### src/rtl/lowside_pkg.sv
package lowside_pkg;

    localparam int DEF_NUM_CH  = 8;
    localparam int DEF_NUM_PAR = 2;
    localparam int DEF_NUM_OCS = 6;

    // How a channel reacts to its protection flags
    typedef enum logic {
        TRIP_SHUTDOWN = 1'b0,   // overcurrent latches the channel off
        TRIP_THERMAL  = 1'b1    // current limit runs on, overtemperature latches off
    } trip_style_e;

    // Status meaning depends on the commanded state: off expects a high output,
    // on expects a low output.
    function automatic logic status_ok(input logic on, input logic above);
        return on ? ~above : above;
    endfunction

    function automatic trip_style_e style_of(input int idx, input int n_ocs);
        return (idx < n_ocs) ? TRIP_SHUTDOWN : TRIP_THERMAL;
    endfunction

endpackage

### src/rtl/lowside_chan.sv
module lowside_chan
    import lowside_pkg::*;
#(
    parameter trip_style_e STYLE = TRIP_SHUTDOWN
) (
    input  logic clk,
    input  logic rst_int,
    input  logic cmd_on,
    input  logic ovc,
    input  logic ovt,
    output logic gate_en
);

    logic trip;
    logic ovl_q;

    generate
        if (STYLE == TRIP_SHUTDOWN) begin : g_shutdown
            logic unused_ovt;
            assign unused_ovt = ovt;
            assign trip = ovc;
        end else begin : g_thermal
            logic unused_ovc;
            assign unused_ovc = ovc;
            assign trip = ovt;
        end
    endgenerate

    always_ff @(posedge clk) begin
        if (rst_int || !cmd_on) begin
            ovl_q <= 1'b0;
        end else if (trip) begin
            ovl_q <= 1'b1;
        end
    end

    // Trip acts in the same cycle; the latch keeps the channel off afterwards
    assign gate_en = cmd_on & ~rst_int & ~ovl_q & ~trip;

endmodule

### src/rtl/lowside_diag_filt.sv
module lowside_diag_filt #(
    parameter int CYCLES = 16
) (
    input  logic clk,
    input  logic rst_int,
    input  logic raw_ok,
    input  logic cs_n,
    output logic stat_ok
);

    localparam int CW = (CYCLES > 1) ? $clog2(CYCLES) : 1;
    localparam logic [CW-1:0] LAST = CW'(CYCLES - 1);

    logic [CW-1:0] cnt_q;
    logic          filt_q;
    logic          fault_q;

    always_ff @(posedge clk) begin
        if (rst_int) begin
            cnt_q  <= '0;
            filt_q <= 1'b1;
        end else if (raw_ok == filt_q) begin
            cnt_q <= '0;
        end else if (cnt_q == LAST) begin
            cnt_q  <= '0;
            filt_q <= raw_ok;
        end else begin
            cnt_q <= cnt_q + 1'b1;
        end
    end

    always_ff @(posedge clk) begin
        if (rst_int || !cs_n) begin
            fault_q <= 1'b0;
        end else if (!filt_q) begin
            fault_q <= 1'b1;
        end
    end

    assign stat_ok = ~fault_q;

endmodule

### src/rtl/lowside_ctrl.sv
module lowside_ctrl
    import lowside_pkg::*;
#(
    parameter int NUM_CH      = DEF_NUM_CH,
    parameter int NUM_PAR     = DEF_NUM_PAR,
    parameter int NUM_OCS     = DEF_NUM_OCS,
    parameter int FILT_CYCLES = 16
) (
    input  logic                        clk,
    input  logic                        rst,
    input  logic [NUM_CH-1:0]           cmd_bits,
    input  logic [NUM_PAR-1:0]          par_n,
    input  logic [NUM_CH-1:0]           above_thr,
    input  logic [NUM_OCS-1:0]          ovc_flag,
    input  logic [NUM_CH-NUM_OCS-1:0]   ovt_flag,
    input  logic                        cs_n,
    input  logic                        ext_rst_n,
    input  logic                        uv_flag,
    output logic [NUM_CH-1:0]           gate_en,
    output logic [NUM_CH-1:0]           status
);

    logic              rst_int;
    logic [NUM_CH-1:0] cmd_on;
    logic [NUM_CH-1:0] raw_ok;

    assign rst_int = rst | ~ext_rst_n | uv_flag;

    generate
        for (genvar i = 0; i < NUM_CH; i++) begin : g_ch
            localparam trip_style_e STY = style_of(i, NUM_OCS);
            logic ovc_i;
            logic ovt_i;

            if (i < NUM_PAR) begin : g_par
                assign cmd_on[i] = cmd_bits[i] | ~par_n[i];
            end else begin : g_ser
                assign cmd_on[i] = cmd_bits[i];
            end

            if (i < NUM_OCS) begin : g_oc
                assign ovc_i = ovc_flag[i];
                assign ovt_i = 1'b0;
            end else begin : g_ot
                assign ovc_i = 1'b0;
                assign ovt_i = ovt_flag[i-NUM_OCS];
            end

            lowside_chan #(
                .STYLE (STY)
            ) u_chan (
                .clk     (clk),
                .rst_int (rst_int),
                .cmd_on  (cmd_on[i]),
                .ovc     (ovc_i),
                .ovt     (ovt_i),
                .gate_en (gate_en[i])
            );

            assign raw_ok[i] = status_ok(cmd_on[i] & ~rst_int, above_thr[i]);

            if (i < NUM_PAR) begin : g_filt
                lowside_diag_filt #(
                    .CYCLES (FILT_CYCLES)
                ) u_filt (
                    .clk     (clk),
                    .rst_int (rst_int),
                    .raw_ok  (raw_ok[i]),
                    .cs_n    (cs_n),
                    .stat_ok (status[i])
                );
            end else begin : g_direct
                assign status[i] = raw_ok[i];
            end
        end
    endgenerate

endmodule

### config.mk
export PLATFORM = sky130hd
export DESIGN_NAME = lowside_ctrl
export DESIGN_NICKNAME = d
export VERILOG_FILES = /design/src/rtl/lowside_pkg.sv /design/src/rtl/lowside_chan.sv /design/src/rtl/lowside_diag_filt.sv /design/src/rtl/lowside_ctrl.sv
export SDC_FILE = /design/constraint.sdc
export NUM_CORES = 1
export LEC_CHECK = 0
export CAP_MARGIN = 20
export CORE_MARGIN = 1
export CORE_UTILIZATION = 43
export DETAILED_ROUTE_END_ITERATION = 6
export PLACE_DENSITY = 0.82
export SLEW_MARGIN = 20
export SYNTH_ARGS = -nofsm -noshare
export SYNTH_HDL_FRONTEND = slang
export SYNTH_SLANG_ARGS = --single-unit
### constraint.sdc
create_clock -name clk -period 3.31 [get_ports clk]
set_clock_uncertainty 0.15 [all_clocks]
set_input_delay 0.662 -clock clk [delete_from_list [all_inputs] [get_ports clk]]
set_output_delay 0.662 -clock clk [all_outputs]
set_load 0.005 [all_outputs]
==> impl_results.md <==
- # Post-CTS Setup Buffers: 0
- Number of global-route vias before repair: roughly 800
- Crit path top cell by count: clkdlybuf4s50_1
- Most frequent cells in the layout: clkdlybuf4s50_1, dfxtp_1, nor2_1, nor3_1, nand2_1
- Vert. Die Dim: 49.7 microns
- Initial antenna violation count: 0
- Fmax: 318 MHz
- Worst-margin pin slew: 0.196 ns
- Endpoints failing setup: 0
- Final Cycle Share: 0.950
- Setup TNS: 0 ns
- Worst path slowest cell: clkdlybuf4s50_1
- Non-filler cells, final: 172
- Worst Hold End: g_ch[0].g_filt.u_filt.fault_q
- Worst-Skew Late Latency: ~0.29 ns
- Synth Area in Compound Gates: 0.0256
- Crit path buf inv count: 3
- Critical path peak fanout: 13
- Crit path DAT: 2.33 ns
- Worst r2r src: g_ch[1].g_filt.u_filt.filt_q
- WL/cell: 11.1 microns
- Multi-input logic area: 483 sq um
- CTS tree: yes
- Largest family of logic cells by synthesized area: simple AND/OR/NAND/NOR gates
- Hold_buf cts: 0
- # port buffers: 46
- Via count: 817
- DRC viols: 0
- Cell variety after synth: 19
- Hold Violations, Final: 0
- Hold slack: slightly above 0.3 ns
- Reg area: 400 sq um
- Share of cells above drive strength 1: 0.0966
- Post-synthesis cell count: about 110
- CP delay by family, top: buffers and inverters
- DRT antenna net count: 0
- Slew Limit Fails: 0
- Sink Count: 20
- H-tree depth reported by CTS: 1
- Startpoint Class: primary input
- CORE AREA: 2040 sq um
- Routed WL: 1910 microns
- Critical Path RT: 2.50 ns
- Synth Area per Inst: between 9 and 10 sq um
- Total track usage: 0.172
- Hold Startpoint: g_ch[0].g_filt.u_filt.fault_q
- WHS Path Cells: 2
- GPL Wtd Cong: 0.683
- Simple logic cell fraction of the synthesized area: 0.287
- Slowest cell delay on critical path: 0.53 ns
- Critical path, cell by cell: clkdlybuf4s50_1, nor3b_4, buf_12, nand2_1, nor3_1, clkdlybuf4s50_1
- CTS Root Cell: clkbuf_4
- Layout overhead on the synthesized area: 47.5%
- Synth Register Bits: 20
- Synth Area in XOR/XNOR: 0.156
- Worst reg2reg path endpoint: g_ch[1].g_filt.u_filt.cnt_q[1]
- WS Path Type: primary input to output pin
- CTS Buf Count: 3
- Post-CTS Resized: 0
- Fin crit period: ~3.1 ns
- Via density: 4.75
- Largest net degree at the start of global routing: 14
- DR pass1 iterations: 3
- Post-synthesis sequential area ratio: 0.410
- Worst slew margin: 0.869
- Worst Hold Class: register to register
- Max Cap Viol: 0
- GR Overflow Total: 0
- # IOs: 47
- Row count: 16
- CTS clk-pin slew, worst paths: 0.10 ns
- Worst r2r path cells: 2
- Clk buf depth: 2
- Lkg Pwr: 0.540 nW
- Die width: 49.7 microns
- Total power density per cell area: 326 nW/um^2
- N_diodes: 0
- Worst vdd ir: around 300 uV
- Synthesized cell area: 977 sq um
- Die footprint: 2470 sq um
- Pwr Total: between 0.4 and 0.5 mW
- Commonest non-fill, non-tap cell in the layout: clkdlybuf4s50_1
- 1st-iter DRT viols: 13
- Placed cells: 168
- Outcome: completed
- Setup slack, reg-to-reg: between 2 and 2.5 ns
- Initial Util: 0.479
- Setup crit end kind: output pin
- RSZ-0062 raised after global routing: false
- Detailed Place HPWL: between 1500 and 2000 microns
- Fill cells: 160
- Layout Nets: ~180
- Post-synth net total: 138
- First-pass GRT wire length: 3240 microns
- Mux contribution to synthesized area: 0
- Syn. warnings: 0
- Post-synthesis adder-cell area fraction: 0.0256
-- area by class of cell --
class,count,area share
Inverter,2,0.00521
Timing Repair Buffer,47,0.333
Multi-Input combinational cell,72,0.335
Sequential cell,20,0.278
Tap cell,27,0.0234
Clock buffer,4,0.0252
-- cell families (layout without fill, tap and decap cells) --
| logic type | count (synthesis) | count (layout) |
|---|---|---|
| simple gates | 52 | 52 |
| buf+inv | 13 | 53 |
| flops | 20 | 20 |
| xor+xnor | 14 | 14 |
| compound gates | 4 | 4 |
| fa+ha+maj | 2 | 2 |
-- worst max-delay path by stage --
| stage | endpoint | start | slack, ns | cells past startpoint |
|---|---|---|---|---|
| after floorplan | gate_en[2] | rst | 1.09 | 5 |
| after global placement | gate_en[4] | rst | 0.22 | 6 |
| after detailed placement | gate_en[2] | rst | 0.18 | 6 |
| after CTS | gate_en[2] | rst | 0.17 | 6 |
| after global routing | status[5] | rst | 0.09 | 6 |
| final | gate_en[2] | rst | 0.17 | 6 |
-- routing by layer --
metal | vias to the layer above | track usage | share of wire
met5 | - | 0 | 0
met4 | 0 | 0.0286 | 0
met3 | 0 | 0.0617 | 0.075
met2 | 29 | 0.315 | 0.51
met1 | 369 | 0.189 | 0.41
li1 | 419 | - | -
-- report_power, final --
group | total [mW] | internal, mW | switching (mW)
Combinational | 0.0862 | 0.0588 | 0.0274
Clock | 0.139 | 0.0670 | 0.0718
Sequential | 0.245 | 0.243 | 0.00163
Total | 0.470 | 0.369 | 0.101
-- state kept, by name (all words and copies together) (netlist names) --
| name | count |
|---|---|
| g_ch.g_filt.u_filt.cnt_q | 8 |
| g_ch.u_chan.ovl_q | 8 |
| g_ch.g_filt.u_filt.fault_q | 2 |
| g_ch.g_filt.u_filt.filt_q | 2 |
-- metrics by stage --
| stage | utilization | cell area, sq um | setup slack (ns) |
|---|---|---|---|
| 5_1_grt | 0.706 | 1440 | 0.0928 |
| 3_5_place_dp | 0.688 | 1410 | 0.177 |
| 3_3_place_gp | 0.688 | 1410 | 0.217 |
| 6_report | 0.706 | 1440 | 0.166 |
| 4_1_cts | 0.706 | 1440 | 0.168 |
| 2_1_floorplan | - | 977 | 1.09 |
-- cell usage after synthesis --
master	count	share of area
ha_1	2	0.026
xnor3_2	2	0.049
xnor2_1	10	0.090
nor3_1	12	0.061
inv_1	2	0.0077
nand2_4	2	0.023
nor2_1	16	0.061
nand2b_1	2	0.013
dfxtp_1	20	0.41
xor2_1	2	0.018
nand2_1	11	0.042
o211ai_1	2	0.015
nor3_2	2	0.020
nor3b_2	2	0.026
nor3b_4	1	0.019
nand3_1	4	0.020
a21oi_1	2	0.010
buf_4	10	0.077
buf_6	1	0.012
-- worst reg2reg max path, delay by kind of cell, from the launching register on --
kind	cells	cell delay, ns
xor gates and xnor gates	1	0.48
DFF	1	0.37
and+or+nand+nor	1	0.18
No activity file was read; power rests on OpenSTA's default activity.
